[config.mk]
export PLATFORM = sky130hd
export DESIGN_NAME = rtc_irq_alarm
export DESIGN_NICKNAME = d
export VERILOG_FILES = /design/src/rtl/rtc_irq_pkg.sv /design/src/rtl/rtc_alarm_cmp.sv /design/src/rtl/rtc_flag_bank.sv /design/src/rtl/rtc_ctrl_regs.sv /design/src/rtl/rtc_irq_alarm.sv
export SDC_FILE = /design/constraint.sdc
export NUM_CORES = 1
export LEC_CHECK = 0
export BUFFER_PORTS_ARGS = -buffer_cell sky130_fd_sc_hd__buf_2
export CORE_UTILIZATION = 55
export DETAILED_ROUTE_END_ITERATION = 8
export GPL_TIMING_DRIVEN = 0
export PLACE_DENSITY = 0.85
export SLEW_MARGIN = 20
export SYNTH_ARGS = -nofsm -noshare
export SYNTH_HDL_FRONTEND = slang
export SYNTH_SLANG_ARGS = --single-unit
[constraint.sdc]
create_clock -name clk -period 3.9 [get_ports clk]
set_input_delay 0.39 -clock clk [delete_from_list [all_inputs] [get_ports clk]]
set_output_delay 0.39 -clock clk [all_outputs]
set_load 0.01 [all_outputs]
[src/rtl/rtc_irq_pkg.sv]
package rtc_irq_pkg;
   localparam int unsigned N_FIELDS = 3;   // seconds, minutes, hours
   localparam int unsigned N_SRC    = 3;   // periodic, alarm, update
   // source index, shared by flag and enable vectors
   localparam int unsigned SRC_PF = 0;
   localparam int unsigned SRC_AF = 1;
   localparam int unsigned SRC_UF = 2;
   // register addresses
   localparam int unsigned ADR_ALM0 = 0;
   localparam int unsigned ADR_CTRL = 3;
   localparam int unsigned ADR_STAT = 4;
endpackage

[src/rtl/rtc_alarm_cmp.sv]
module rtc_alarm_cmp #(
   parameter int unsigned DATA_W = 8
) (
   input  logic [DATA_W-1:0] alarm_i,
   input  logic [DATA_W-1:0] time_i,
   output logic              hit_o
);
   localparam logic [1:0] WILD = 2'b11;

   logic wild;
   assign wild  = (alarm_i[DATA_W-1 -: 2] == WILD);
   assign hit_o = wild || (alarm_i == time_i);
endmodule

[src/rtl/rtc_flag_bank.sv]
module rtc_flag_bank #(
   parameter int unsigned N = 3
) (
   input  logic         clk,
   input  logic         rst_n,
   input  logic [N-1:0] set_i,
   input  logic         clr_i,
   output logic [N-1:0] flag_o
);
   for (genvar g = 0; g < N; g++) begin : g_flag
      always_ff @(posedge clk or negedge rst_n) begin
         if (!rst_n)        flag_o[g] <= 1'b0;
         else if (set_i[g]) flag_o[g] <= 1'b1;   // new event beats clear
         else if (clr_i)    flag_o[g] <= 1'b0;
      end
   end
endmodule

[src/rtl/rtc_ctrl_regs.sv]
module rtc_ctrl_regs
   import rtc_irq_pkg::*;
#(
   parameter int unsigned DATA_W = 8,
   parameter int unsigned ADDR_W = 3
) (
   input  logic                             clk,
   input  logic                             rst_n,
   input  logic                             we_i,
   input  logic [ADDR_W-1:0]                addr_i,
   input  logic [DATA_W-1:0]                wdata_i,
   input  logic                             set_mode_i,
   output logic [N_FIELDS-1:0][DATA_W-1:0]  alarm_o,
   output logic [N_SRC-1:0]                 en_o
);
   logic set_q;
   logic set_rise;
   logic ctrl_wr;

   assign set_rise = set_mode_i && !set_q;
   assign ctrl_wr  = we_i && (addr_i == ADDR_W'(ADR_CTRL));

   always_ff @(posedge clk or negedge rst_n) begin
      if (!rst_n) set_q <= 1'b0;
      else        set_q <= set_mode_i;
   end

   for (genvar g = 0; g < N_FIELDS; g++) begin : g_alm
      always_ff @(posedge clk or negedge rst_n) begin
         if (!rst_n)
            alarm_o[g] <= '0;
         else if (we_i && (addr_i == ADDR_W'(ADR_ALM0 + g)))
            alarm_o[g] <= wdata_i;
      end
   end

   for (genvar s = 0; s < N_SRC; s++) begin : g_en
      if (s == SRC_UF) begin : g_uie
         always_ff @(posedge clk or negedge rst_n) begin
            if (!rst_n)        en_o[s] <= 1'b0;
            else if (set_rise) en_o[s] <= 1'b0;
            else if (ctrl_wr)  en_o[s] <= wdata_i[s];
         end
      end else begin : g_plain
         always_ff @(posedge clk or negedge rst_n) begin
            if (!rst_n)       en_o[s] <= 1'b0;
            else if (ctrl_wr) en_o[s] <= wdata_i[s];
         end
      end
   end
endmodule

[src/rtl/rtc_irq_alarm.sv]
module rtc_irq_alarm
   import rtc_irq_pkg::*;
#(
   parameter int unsigned DATA_W  = 8,
   parameter int unsigned ADDR_W  = 3,
   parameter bit          IRQ_REG = 1'b0
) (
   input  logic                         clk,
   input  logic                         rst_n,
   input  logic                         tick_i,
   input  logic                         upd_end_i,
   input  logic                         set_mode_i,
   input  logic [N_FIELDS*DATA_W-1:0]   tm_i,
   input  logic                         reg_we_i,
   input  logic                         reg_re_i,
   input  logic [ADDR_W-1:0]            reg_addr_i,
   input  logic [DATA_W-1:0]            reg_wdata_i,
   output logic [DATA_W-1:0]            reg_rdata_o,
   output logic                         irq_n_o
);
   localparam int unsigned LOW_W = DATA_W - 4;

   if (DATA_W < 5) begin : g_chk_w
      $error("rtc_irq_alarm: DATA_W must be at least 5");
   end
   if ((1 << ADDR_W) <= ADR_STAT) begin : g_chk_a
      $error("rtc_irq_alarm: ADDR_W too narrow for register map");
   end

   logic [N_FIELDS-1:0][DATA_W-1:0] alarm_q;
   logic [N_SRC-1:0]                en_q;
   logic [N_SRC-1:0]                flag_q;
   logic [N_SRC-1:0]                flag_set;
   logic [N_FIELDS-1:0]             field_hit;
   logic                            alarm_hit;
   logic                            stat_clr;
   logic                            irqf;
   logic [DATA_W-1:0]               stat_word;
   logic [DATA_W-1:0]               ctrl_word;

   rtc_ctrl_regs #(.DATA_W(DATA_W), .ADDR_W(ADDR_W)) u_regs (
      .clk        (clk),
      .rst_n      (rst_n),
      .we_i       (reg_we_i),
      .addr_i     (reg_addr_i),
      .wdata_i    (reg_wdata_i),
      .set_mode_i (set_mode_i),
      .alarm_o    (alarm_q),
      .en_o       (en_q)
   );

   for (genvar g = 0; g < N_FIELDS; g++) begin : g_cmp
      rtc_alarm_cmp #(.DATA_W(DATA_W)) u_cmp (
         .alarm_i (alarm_q[g]),
         .time_i  (tm_i[g*DATA_W +: DATA_W]),
         .hit_o   (field_hit[g])
      );
   end

   assign alarm_hit = &field_hit;

   always_comb begin
      flag_set         = '0;
      flag_set[SRC_PF] = tick_i;
      flag_set[SRC_AF] = upd_end_i && alarm_hit;
      flag_set[SRC_UF] = upd_end_i;
   end

   assign stat_clr = reg_re_i && (reg_addr_i == ADDR_W'(ADR_STAT));

   rtc_flag_bank #(.N(N_SRC)) u_flags (
      .clk    (clk),
      .rst_n  (rst_n),
      .set_i  (flag_set),
      .clr_i  (stat_clr),
      .flag_o (flag_q)
   );

   assign irqf = |(flag_q & en_q);

   // status: request, periodic, alarm, update in the top four bits
   assign stat_word = {irqf, flag_q[SRC_PF], flag_q[SRC_AF], flag_q[SRC_UF],
                       {LOW_W{1'b0}}};
   assign ctrl_word = {{(DATA_W-N_SRC){1'b0}}, en_q};

   always_comb begin
      reg_rdata_o = '0;
      if (reg_addr_i == ADDR_W'(ADR_STAT))
         reg_rdata_o = stat_word;
      else if (reg_addr_i == ADDR_W'(ADR_CTRL))
         reg_rdata_o = ctrl_word;
      else begin
         for (int f = 0; f < N_FIELDS; f++)
            if (reg_addr_i == ADDR_W'(ADR_ALM0 + f))
               reg_rdata_o = alarm_q[f];
      end
   end

   if (IRQ_REG) begin : g_irq_ff
      logic irq_q;
      always_ff @(posedge clk or negedge rst_n) begin
         if (!rst_n) irq_q <= 1'b1;
         else        irq_q <= !irqf;
      end
      assign irq_n_o = irq_q;
   end else begin : g_irq_comb
      assign irq_n_o = !irqf;
   end
endmodule

# == Word-level counts from Yosys, hierarchy flattened ==
# Index checks and enable logic that the tools add are counted.
# word_totals
register_bits,31
input_bits,42
# classes
eq_ne,10
n_mux,11
bitwise,1
reduce_logical,19
# op_table
op,n
8-bit 2-to-1 mux,5
8-bit equality test,3
2-bit nonzero test,4
1-bit logical AND,7
"2-bit equality test, second input constant",3
"3-bit by 2-bit equality test with 1-bit output, second input constant",2
1-bit 2-to-1 mux,6
3-bit bitwise AND,1
"3-bit by 1-bit equality test with 1-bit output, second input constant",1
"3-bit equality test, second input constant",1
3-bit logical NOT,1
1-bit logical OR,3
3-bit AND reduction,1
3-bit OR reduction,1
1-bit logical NOT,2

# == Depth between registers and ports, before layout ==
# Gate-level depths: netlist of the first run.
# logic_depth
ltp_word,6
mapped_depth,6
mapped_depth_nobuf,4

# == Cells and area by module ==
# A second synthesis of the first run with hierarchy kept.
# hier_totals
cells_unflattened,141
area_unflattened_um2,1762.9
# modules_own_cells
mod,instances,cells_each,area_per_inst_um2,seq_area_each_um2
rtc_ctrl_regs,1,63,1077.3,700.7
rtc_irq_alarm,1,35,310.3,0.0
rtc_alarm_cmp,3,12,91.3,0.0
rtc_flag_bank,1,7,101.3,75.1

# == Worst setup path after synthesis of the first run ==
# Ideal clock, no wire load.
# synth_timing
kind,in2out
startpoint,in reg_addr_i[1]
endpoint,out reg_rdata_o[4]
arrival_time_ps,1266
setup_slack_ps,2244
path_stages,5
n_path_buf,2
cell_sequence,buf_2 buf_4 nor2_1 a21oi_1 o21ai_0
# synth_between
elab_chain_cells,6
word_cells_on_any_way,10
# synth_rtl
element,line_no,rtl
from (decl),rtc_irq_alarm.sv:16,"input logic [ADDR_W-1:0] reg_addr_i,"
3-bit logical NOT,rtc_irq_alarm.sv:94,if (reg_addr_i == ADDR_W'(ADR_ALM0 + f))
8-bit 2-to-1 mux (3 in a row),rtc_irq_alarm.sv:94,
8-bit 2-to-1 mux,rtc_irq_alarm.sv:90,else if (reg_addr_i == ADDR_W'(ADR_CTRL))
8-bit 2-to-1 mux *,rtc_irq_alarm.sv:88,if (reg_addr_i == ADDR_W'(ADR_STAT))
to (decl),rtc_irq_alarm.sv:18,"output logic [DATA_W-1:0] reg_rdata_o,"
# Mark *: on every way between the ends. The rest lies on a longest branch, timed or not.

# == Final worst setup path of the first run ==
# layout_timing
startpoint,reg u_regs.alarm_o[8] in the netlist's numbering
endpoint,out reg_rdata_o[0]
# layout_between
elab_chain_cells,4
# layout_rtl
element,line_no,rtl
from (decl),rtc_ctrl_regs.sv:13,"output logic [N_FIELDS-1:0][DATA_W-1:0] alarm_o,"
"from (signal, indexed assignment)",rtc_ctrl_regs.sv:33,alarm_o[g] <= wdata_i;
8-bit 2-to-1 mux (2 in a row),rtc_irq_alarm.sv:94,
8-bit 2-to-1 mux,rtc_irq_alarm.sv:90,
8-bit 2-to-1 mux,rtc_irq_alarm.sv:88,
# Every way passes these cells.

==> results of run 1 <==
## worst reg2reg max path, delay by kind of cell, from the launching register on
family	cells	cell delay, ns
AO/OA/AOI/OAI	2	0.47
flip-flops	1	0.45
AND/OR/NAND/NOR	1	0.39
XOR/XNOR	1	0.18
## worst paths after layout
check / from / to / slack, ns / cells after the start
max reg2reg: u_regs.alarm_o[14]$_DFFE_PN0P_ / u_flags.flag_o[1]$_DFFE_PN0P_ / 2.30 / 4
min: rst_n / u_regs.set_q$_DFF_PN0_ / 0.08 / 1
max in group asynchronous: rst_n / u_regs.alarm_o[23]$_DFFE_PN0P_ / 3.37 / 1
min in group clk: set_mode_i / u_regs.set_q$_DFF_PN0_ / 0.18 / 1
min reg2reg: u_regs.set_q$_DFF_PN0_ / u_regs.en_o[2]$_DFFE_PN0P_ / 0.51 / 2
max: u_regs.alarm_o[8]$_DFFE_PN0P_ / reg_rdata_o[0] / 1.99 / 3
## final cells by class
type                            count  area [um^2]
Clock buffer                        6        51.30
Clock inverter                      1        5.005
Inverter                            4        15.01
Sequential cell                    31        775.7
Buffer                              4        31.28
Fill cell                         232        932.1
Multi-Input combinational cell    104        942.2
Tap cell                           44        55.05
Timing Repair Buffer               49        245.2
## cell families (layout without fill, tap and decap cells)
kind of cell | after synthesis | count (layout) | synth area share (%)
flip-flops | 31 | 31 | 43.97
AND/OR/NAND/NOR | 29 | 29 | 11.06
XOR/XNOR | 24 | 24 | 11.91
AO/OA/AOI/OAI | 16 | 16 | 6.171
buffers and inverters | 8 | 64 | 2.624
multiplexers | 35 | 35 | 24.26
## state kept, by name (all words and copies together) (netlist names)
name,flops
u_regs.en_o,3
u_regs.set_q,1
u_flags.flag_o,3
u_regs.alarm_o,24
## power groups by stage
stage / registers [mW] / logic [mW] / clock network, mW
2_1_floorplan: 0.435 / 0.171 / 0
3_3_place_gp: 0.450 / 0.231 / 0
3_5_place_dp: 0.456 / 0.242 / 0
4_1_cts: 0.450 / 0.243 / 0.192
5_1_grt: 0.459 / 0.266 / 0.209
6_report: 0.451 / 0.242 / 0.190
## stage by stage
stage | utilization [%] | cell area (um^2) | hold slack [ns] | power [mW]
6_report | 69.47 | 2121 | 0.08495 | 0.8824
5_1_grt | 69.47 | 2121 | 0.1327 | 0.9335
4_1_cts | 69.47 | 2121 | 0.1070 | 0.8845
3_5_place_dp | 67.62 | 2064 | 0.4687 | 0.6972
3_3_place_gp | 67.62 | 2064 | 0.4541 | 0.6817
2_1_floorplan | - | 1764 | 0.09441 | 0.6056
## layer usage
layer / track usage, % / wire length (um) / up-vias
met4: 14.63 / 124 / 0
li1: - / - / 625
met2: 45.65 / 2038 / 45
met5: 0 / 0 / -
met3: 5.934 / 169 / 13
met1: 30.95 / 1674 / 630
## cell usage in the layout (no fill, tap or decap), types with 2 or more instances in the layout
cell      count
buf_2        51
nor2_1        7
clkbuf_4      5
o21ai_0       3
mux2_2       26
a21oi_1       5
nor2b_1       3
inv_1         4
xor2_1       24
a22oi_1       3
dfrtp_1      31
mux2i_1       6
nor3_4        2
nor4_1        6
mux4_1        2
clkbuf_8      2
nand2_1       7
==> flow_metrics.env, run 1 <==
export IMPL_num_vias=1313
export IMPL_place_hpwl_um=3017
export IMPL_vdd_drop_max_uv=302.6
export IMPL_synthFlopType="dfrtp_1"
export IMPL_antenna_left=0
export IMPL_relSlewSlack_pct=54.22
export IMPL_htree_levels=2
export IMPL_synth_nets=185
export IMPL_cp_slowest_cell="mux4_1"
export IMPL_synth_top_area_cell="dfrtp_1"
export IMPL_drv_cap=0
export IMPL_cts_hold_buf=0
export IMPL_cpPeakStageDelay_ns=0.50
export IMPL_power_switching_mw=0.2780
export IMPL_critPathArrivalTime_ns=1.52
export IMPL_n_antenna_cell=0
export IMPL_synth_cells=143
export IMPL_grt_max_degree=32
export IMPL_cp_max_fo=3
export IMPL_vias_per_cell=5.403
export IMPL_area_delta_synth_final_pct=20.21
export IMPL_seqPwrFrac_pct=51.1
export IMPL_numCtsBuffers=5
export IMPL_dp_slack_ns=2.019
export IMPL_antenna_found_initial=0
export IMPL_finalHoldViolCount=0
export IMPL_overflow=0
export IMPL_port_buffers=49
export IMPL_skew_ns=0.002447
export IMPL_power_frac_comb_pct=27.4
export IMPL_clockRootBuffer="clkbuf_4"
export IMPL_final_max_slew_viol_count=0
export IMPL_fin_tns_setup_ns=0
export IMPL_cellLeakagePower_nw=1.014
export IMPL_period_needed_ns=1.914
export IMPL_drt_pass1_iterations=6
export IMPL_dp_cells=236
export IMPL_grt_total_usage_pct=26.59
export IMPL_clk_pin_slew_ns=0.09
export IMPL_yosysWarnings=0
export IMPL_nNetsFinal=241
export IMPL_netlist_area_um2=1764
export IMPL_wl_um=4007
export IMPL_wire_per_inst_um=16.49
export IMPL_cts_sinks=31
export IMPL_drt_iter0_markers=69
export IMPL_fmax_mhz=522.6
export IMPL_syn_area_per_cell_um2=12.34
export IMPL_clk_latency_ns=0.34
export IMPL_post_cts_resized=0
export IMPL_grt_pass1_wl_um=6451
export IMPL_cts_tree="yes"
export IMPL_start_kind="flip-flop"
export IMPL_setup_viol=0
export IMPL_rows=20
export IMPL_period_share_pct=49.07
export IMPL_ys_seq_elements=31
export IMPL_yosysSeqAreaShare_pct=43.97
export IMPL_fp_dieH_um=58.64
export IMPL_status="finished, final reports clean"
export IMPL_p_int_mw=0.6045
export IMPL_critPathRequiredTime_ns=3.51
export IMPL_cp_end_kind="output port"
export IMPL_synthTopCellsByCount="dfrtp_1, mux2_2, xor2_1, nand2_1, nor2_1"
export IMPL_pin_count=51
export IMPL_setup_slack_ns=1.986
export IMPL_worst_slew_pin_slew_ns=0.6867
export IMPL_crit_buf_inv=1
export IMPL_core_area_um2=3053
export IMPL_critPathTopFamily="multiplexers"
export IMPL_rsz0062_at_grt="false"
export IMPL_layout_drive_gt1_share_pct=46.73
export IMPL_powerDensity_nw_per_um2=416.1
export IMPL_fp_dieW_um=58.64
export IMPL_grt_pass1_vias=1358
export IMPL_crit_chain="mux4_1, nor2b_1, buf_2"
export IMPL_clockPowerShare_pct=21.5
export IMPL_route_detailed_drc=0
export IMPL_post_cts_buffers=0
export IMPL_synthArstFlopShare_pct=100.0
export IMPL_cts_buffer_depth=2
export IMPL_initial_core_util_pct=57.79
export IMPL_synthMostInstantiatedCell="dfrtp_1"
export IMPL_gp_congestion=0.8965
export IMPL_synth_distinct_cells=27
export IMPL_worstSetupPathType="reg2out"
export IMPL_synth_edff_count=0
export IMPL_p_sw_share_pct=31.50
export IMPL_dieArea_um2=3438
export IMPL_layoutNonFillerInstCount=243
export IMPL_min_path_type="in2async"
export IMPL_synth_area_top_cells="dfrtp_1, mux2_2, xor2_1"
export IMPL_synth_top_area_share_pct=43.97
(Power assumes the default switching activity.)
==> run 2: changes to the inputs <==
- CORE_UTILIZATION: 55 -> 51
- PLACE_DENSITY: 0.85 -> 0.8
- clock period: 3.9 -> 1.8 ns (I/O delays scaled with it)
==> run 2 against run 1 <==
  * Sequential cell count stayed put
  * Worst setup slack worse by 1.9 ns
  * Power is 110% higher
  * Combinational power is 120% higher
  * Design area is 0.65% higher
  * Non-clock buffer count is 2 higher
  * Clock-buffer cell count is 1 higher
  * Die area is 7.6% higher
  * Sequential share of layout area is 0.24 points lower
  * First-iteration DRC count is 17% higher
  * Routed wire length hardly changed
  * Clock skew is 0.0034 ns higher
==> flow_metrics.env, run 2 (synthesis results as in run 1) <==
export IMPL_num_vias=1353
export IMPL_power_total_mw=1.884
export IMPL_vias_per_cell=5.500
export IMPL_wire_per_inst_um=16.27
export IMPL_dieArea_um2=3698
export IMPL_min_path_type="in2reg"
export IMPL_r2r_slack_ns=0.24
export IMPL_finalHoldWorstSlack_ns=0.03738
export IMPL_pin_count=51
export IMPL_most_common_layout_cells="buf_2, dfrtp_1, mux2_2, xor2_1"
export IMPL_setup_slack_ns=0.08520
export IMPL_rsz0062_at_grt="false"
export IMPL_core_area_um2=3178
export IMPL_fmax_mhz=583.2
export IMPL_finalHoldViolCount=0
export IMPL_setup_viol=0
export IMPL_port_buffers=49
export IMPL_final_common_cell="buf_2"
export IMPL_largest_reg_flops=24
export IMPL_clockRootBuffer="clkbuf_4"
export IMPL_nNetsFinal=243
export IMPL_grt_total_usage_pct=25.17
export IMPL_cts_buffer_depth=2
export IMPL_period_needed_ns=1.715
export IMPL_clk_pin_slew_ns=0.10
export IMPL_grt_pass1_wl_um=6382
export IMPL_wl_um=4003
export IMPL_numCtsBuffers=5
export IMPL_critPathArrivalTime_ns=1.53
export IMPL_status="finished, final reports clean"
export IMPL_grt_pass1_vias=1373
export IMPL_vdd_drop_max_uv=530.0
export IMPL_grt_max_degree=32
export IMPL_dp_slack_ns=0.2901
export IMPL_utilization_pct=67.17
export IMPL_cts_hold_buf=2
export IMPL_critPathRequiredTime_ns=1.62
export IMPL_worstSetupPathType="reg2out"
export IMPL_clk_latency_ns=0.34
export IMPL_fp_dieW_um=60.82
export IMPL_cellLeakagePower_nw=1.017
export IMPL_n_antenna_cell=0
export IMPL_cts_sinks=31
export IMPL_gp_congestion=0.8590
export IMPL_fin_tns_setup_ns=0
export IMPL_cp_max_fo=3
export IMPL_cts_tree="yes"
export IMPL_cpPeakStageDelay_ns=0.50
export IMPL_skew_ns=0.005847
export IMPL_period_share_pct=95.27
export IMPL_drt_iter0_markers=81
export IMPL_htree_levels=2
export IMPL_cp_end_kind="output port"
export IMPL_layout_drive_gt1_share_pct=45.54
export IMPL_antenna_found_initial=0
export IMPL_crit_chain="mux4_1, nor2b_1, buf_2"
export IMPL_overflow=0
export IMPL_initial_core_util_pct=55.51
export IMPL_reg_largest_list="u_regs.alarm_o (24), u_flags.flag_o (3), u_regs.en_o (3)"
export IMPL_start_kind="flip-flop"
export IMPL_rows=20
export IMPL_crit_buf_inv=1
export IMPL_top_register="u_regs.alarm_o"
export IMPL_final_max_slew_viol_count=0
export IMPL_post_cts_buffers=0
export IMPL_place_hpwl_um=3046
export IMPL_powerDensity_nw_per_um2=882.8
export IMPL_post_cts_resized=0
export IMPL_area_delta_synth_final_pct=20.99
export IMPL_cp_slowest_cell="mux4_1"
export IMPL_route_detailed_drc=0
export IMPL_drv_cap=0
export IMPL_critPathTopFamily="multiplexers"
export IMPL_antenna_left=0
export IMPL_drt_pass1_iterations=4
export IMPL_fp_dieH_um=60.82
export IMPL_relSlewSlack_pct=54.08
export IMPL_worst_slew_pin_slew_ns=0.6889
## run 2: changes by cell type in the layout (fill, tap and decap cells not counted), sizes merged
| cell | change |
|---|---|
| dlygate4sd3 | +2 |
| clkbuf | +1 |
## run 2: final cells by class
type                       count  area (um^2)
multi-input combinational    104        942.2
inverter                       4        15.01
tap                           44        55.05
fill                         254         1044
buffer                         4        31.28
clock buffer                   7        45.04
sequential                    31        775.7
timing repair buffer          51        265.3
clock inverter                 1        5.005
## run 2: layer usage
layer  part of all wire (%)  global-route usage, %  up-vias
li1                       -                      -      632
met3                    5.3                  7.889        7
met4                    1.4                  10.06        0
met2                     54                  42.23       44
met5                      0                      0        -
met1                     39                  30.21      670
## run 2: power breakdown
group,switching [mW],internal (mW)
logic,0.227,0.300
clock network,0.232,0.152
registers,0.142,0.832
total,0.601,1.28
## run 2: per-stage QoR
stage | cells | instance area (um^2)
4_1_cts | 246 | 2135
3_3_place_gp | 236 | 2064
3_5_place_dp | 236 | 2064
2_1_floorplan | 143 | 1764
6_report | 246 | 2135
5_1_grt | 246 | 2135
## run 2: worst register-to-register path, stage by stage (launching register included)
cell and delay, ns:
dfrtp_1 0.44, xor2_1 0.18, nor4_1 0.37, a22oi_1 0.15, o41ai_2 0.32
## run 2: worst paths after layout
check	from	end	cells past startpoint
setup / recovery	u_regs.alarm_o[8]$_DFFE_PN0P_	reg_rdata_o[0]	3
hold / removal	tick_i	u_flags.flag_o[0]$_DFFE_PN0P_	2
setup reg to reg	u_regs.alarm_o[14]$_DFFE_PN0P_	u_flags.flag_o[1]$_DFFE_PN0P_	4
hold reg to reg	u_flags.flag_o[0]$_DFFE_PN0P_	u_flags.flag_o[0]$_DFFE_PN0P_	1
max in group asynchronous	rst_n	u_regs.alarm_o[20]$_DFFE_PN0P_	2
min in group asynchronous	rst_n	u_regs.alarm_o[8]$_DFFE_PN0P_	2
==> run 3: changes to the inputs <==
- HOLD_SLACK_MARGIN: not set -> 0.15
==> run 3 against run 2 <==
  * Sequential share of layout area fell by 1.8 points
  * Combinational power grew 4.0%
  * Global-route usage is 1.2 points higher
  * Power increased by 1.0%
  * Non-clock buffer count grew 11
  * Clock power barely moved
  * Sequential cell count did not move
  * Clock-buffer cell count is the same
  * Worst setup slack improved by 0.0030 ns
  * Largest power group unchanged
==> flow_metrics.env, run 3 (synthesis results as in run 1) <==
export IMPL_relSlewSlack_pct=54.25
export IMPL_initial_core_util_pct=55.51
export IMPL_htree_levels=2
export IMPL_seqPwrFrac_pct=51.2
export IMPL_crit_buf_inv=1
export IMPL_top_register="u_regs.alarm_o"
export IMPL_drt_pass1_iterations=4
export IMPL_power_total_mw=1.904
export IMPL_crit_chain="mux4_1, nor2b_1, buf_2"
export IMPL_cp_slowest_cell="mux4_1"
export IMPL_min_delay_start="reg_re_i"
export IMPL_cp_end_kind="output port"
export IMPL_largest_reg_flops=24
export IMPL_critPathRequiredTime_ns=1.62
export IMPL_design_area_um2=2245
export IMPL_r2r_start="u_regs.alarm_o[14]$_DFFE_PN0P_"
export IMPL_reg2reg_depth=4
export IMPL_clockPowerShare_pct=20.1
export IMPL_min_path_type="in2reg"
export IMPL_grt_pass1_wl_um=6720
export IMPL_clockRootBuffer="clkbuf_4"
export IMPL_worstSetupPathType="reg2out"
export IMPL_cts_tree="yes"
export IMPL_fp_dieW_um=60.82
export IMPL_status="finished, final reports clean"
export IMPL_r2r_end="u_flags.flag_o[1]$_DFFE_PN0P_"
export IMPL_grt_max_degree=32
export IMPL_n_antenna_cell=0
export IMPL_vdd_drop_max_uv=528.4
export IMPL_numCtsBuffers=5
export IMPL_cp_max_fo=3
export IMPL_postPlaceCellArea_um2=2064
export IMPL_finalHoldViolCount=0
export IMPL_fmax_mhz=584.2
export IMPL_layout_drive_gt1_share_pct=43.19
export IMPL_whs_path_depth=3
export IMPL_utilization_pct=70.63
export IMPL_reg_largest_list="u_regs.alarm_o (24), u_flags.flag_o (3), u_regs.en_o (3)"
export IMPL_cts_buffer_depth=2
export IMPL_p_int_mw=1.299
export IMPL_worst_slew_pin_slew_ns=0.6863
export IMPL_nNetsFinal=254
export IMPL_fp_dieH_um=60.82
export IMPL_drv_cap=0
export IMPL_antenna_found_initial=0
export IMPL_period_share_pct=95.10
export IMPL_powerDensity_nw_per_um2=848.1
export IMPL_place_hpwl_um=3046
export IMPL_grt_total_usage_pct=26.37
export IMPL_clk_latency_ns=0.34
export IMPL_n_fill_cell=243
export IMPL_setup_slack_ns=0.08817
export IMPL_critPathTopFamily="multiplexers"
export IMPL_antenna_left=0
export IMPL_area_delta_synth_final_pct=27.23
export IMPL_start_kind="flip-flop"
export IMPL_period_needed_ns=1.712
export IMPL_cp_depth=3
export IMPL_dieArea_um2=3698
export IMPL_rsz0062_at_grt="false"
export IMPL_core_area_um2=3178
export IMPL_dp_slack_ns=0.2901
export IMPL_critPathArrivalTime_ns=1.53
export IMPL_skew_ns=0.006031
export IMPL_min_to="u_flags.flag_o[0]$_DFFE_PN0P_"
export IMPL_cpPeakStageDelay_ns=0.50
export IMPL_port_buffers=49
export IMPL_num_vias=1408
export IMPL_most_common_layout_cells="buf_2, dfrtp_1, mux2_2, xor2_1, dlygate4sd3_1"
export IMPL_p_sw_share_pct=31.77
export IMPL_post_cts_resized=0
export IMPL_overflow=0
export IMPL_vias_per_cell=5.479
export IMPL_rows=20
export IMPL_final_common_cell="buf_2"
export IMPL_power_switching_mw=0.6049
export IMPL_wire_per_inst_um=16.39
export IMPL_r2r_slack_ns=0.19
export IMPL_cellLeakagePower_nw=1.061
export IMPL_wl_um=4213
export IMPL_fin_tns_setup_ns=0
export IMPL_power_frac_comb_pct=28.7
export IMPL_route_detailed_drc=0
export IMPL_grt_pass1_vias=1460
export IMPL_gp_congestion=0.8590
export IMPL_pin_count=51
export IMPL_setup_viol=0
export IMPL_post_cts_buffers=0
export IMPL_cts_hold_buf=13
export IMPL_cts_sinks=31
export IMPL_clk_pin_slew_ns=0.10
export IMPL_drt_iter0_markers=87
export IMPL_final_max_slew_viol_count=0
[run 3: cell types whose count changed in the layout (fill, tap and decap cells not counted)]
cell,delta
dlygate4sd3_1,+11
[run 3: area by class of cell]
cell class                      count  area (um^2)  area share, %
Buffer                              4        31.28          1.394
Clock buffer                        7        45.04          2.007
Clock inverter                      1        5.005         0.2230
Inverter                            4        15.01         0.6689
Multi-Input combinational cell    104        942.2          41.97
Sequential cell                    31        775.7          34.56
Tap cell                           44        55.05          2.453
Timing Repair Buffer               62        375.4          16.72
[run 3: worst min-delay path, stage by stage]
cell and delay [ns]:
buf_2 0.10, nand2_1 0.11, a21o_1 0.13
[run 3: how the worst max path moves through the flow]
stage	to	startpoint	slack [ns]
after global routing	reg_rdata_o[1]	u_regs.alarm_o[9]$_DFFE_PN0P_	0.01
after CTS	reg_rdata_o[0]	u_regs.alarm_o[8]$_DFFE_PN0P_	0.06
after global placement	u_regs.alarm_o[20]$_DFFE_PN0P_	reg_addr_i[0]	0.30
after floorplan	u_flags.flag_o[1]$_DFFE_PN0P_	u_regs.alarm_o[14]$_DFFE_PN0P_	0.50
final	reg_rdata_o[0]	u_regs.alarm_o[8]$_DFFE_PN0P_	0.09
after detailed placement	u_flags.flag_o[1]$_DFFE_PN0P_	u_regs.alarm_o[14]$_DFFE_PN0P_	0.29
[run 3: power by group through the flow]
stage	Sequential (mW)	Clock, mW	Combinational, mW
final	0.975	0.382	0.547
after global routing	0.992	0.422	0.602
after global placement	0.976	0	0.502
after CTS	0.973	0.399	0.546
after detailed placement	0.988	0	0.523
after floorplan	0.942	0	0.370
[run 3: through the flow]
stage | cells | hold WS, ns
finish | 257 | 0.2080
global route | 257 | 0.2059
CTS | 257 | 0.1793
detailed placement | 236 | 0.2576
global placement | 236 | 0.2464
floorplan | 143 | -0.1156
[run 3: layer usage]
| layer | up-vias | share of wire (%) | track usage [%] |
|---|---|---|---|
| li1 | 656 | - | - |
| met1 | 690 | 38 | 30.12 |
| met2 | 51 | 53 | 45.21 |
| met3 | 11 | 5.6 | 8.316 |
| met4 | 0 | 2.7 | 12.01 |
| met5 | - | 0 | 0 |
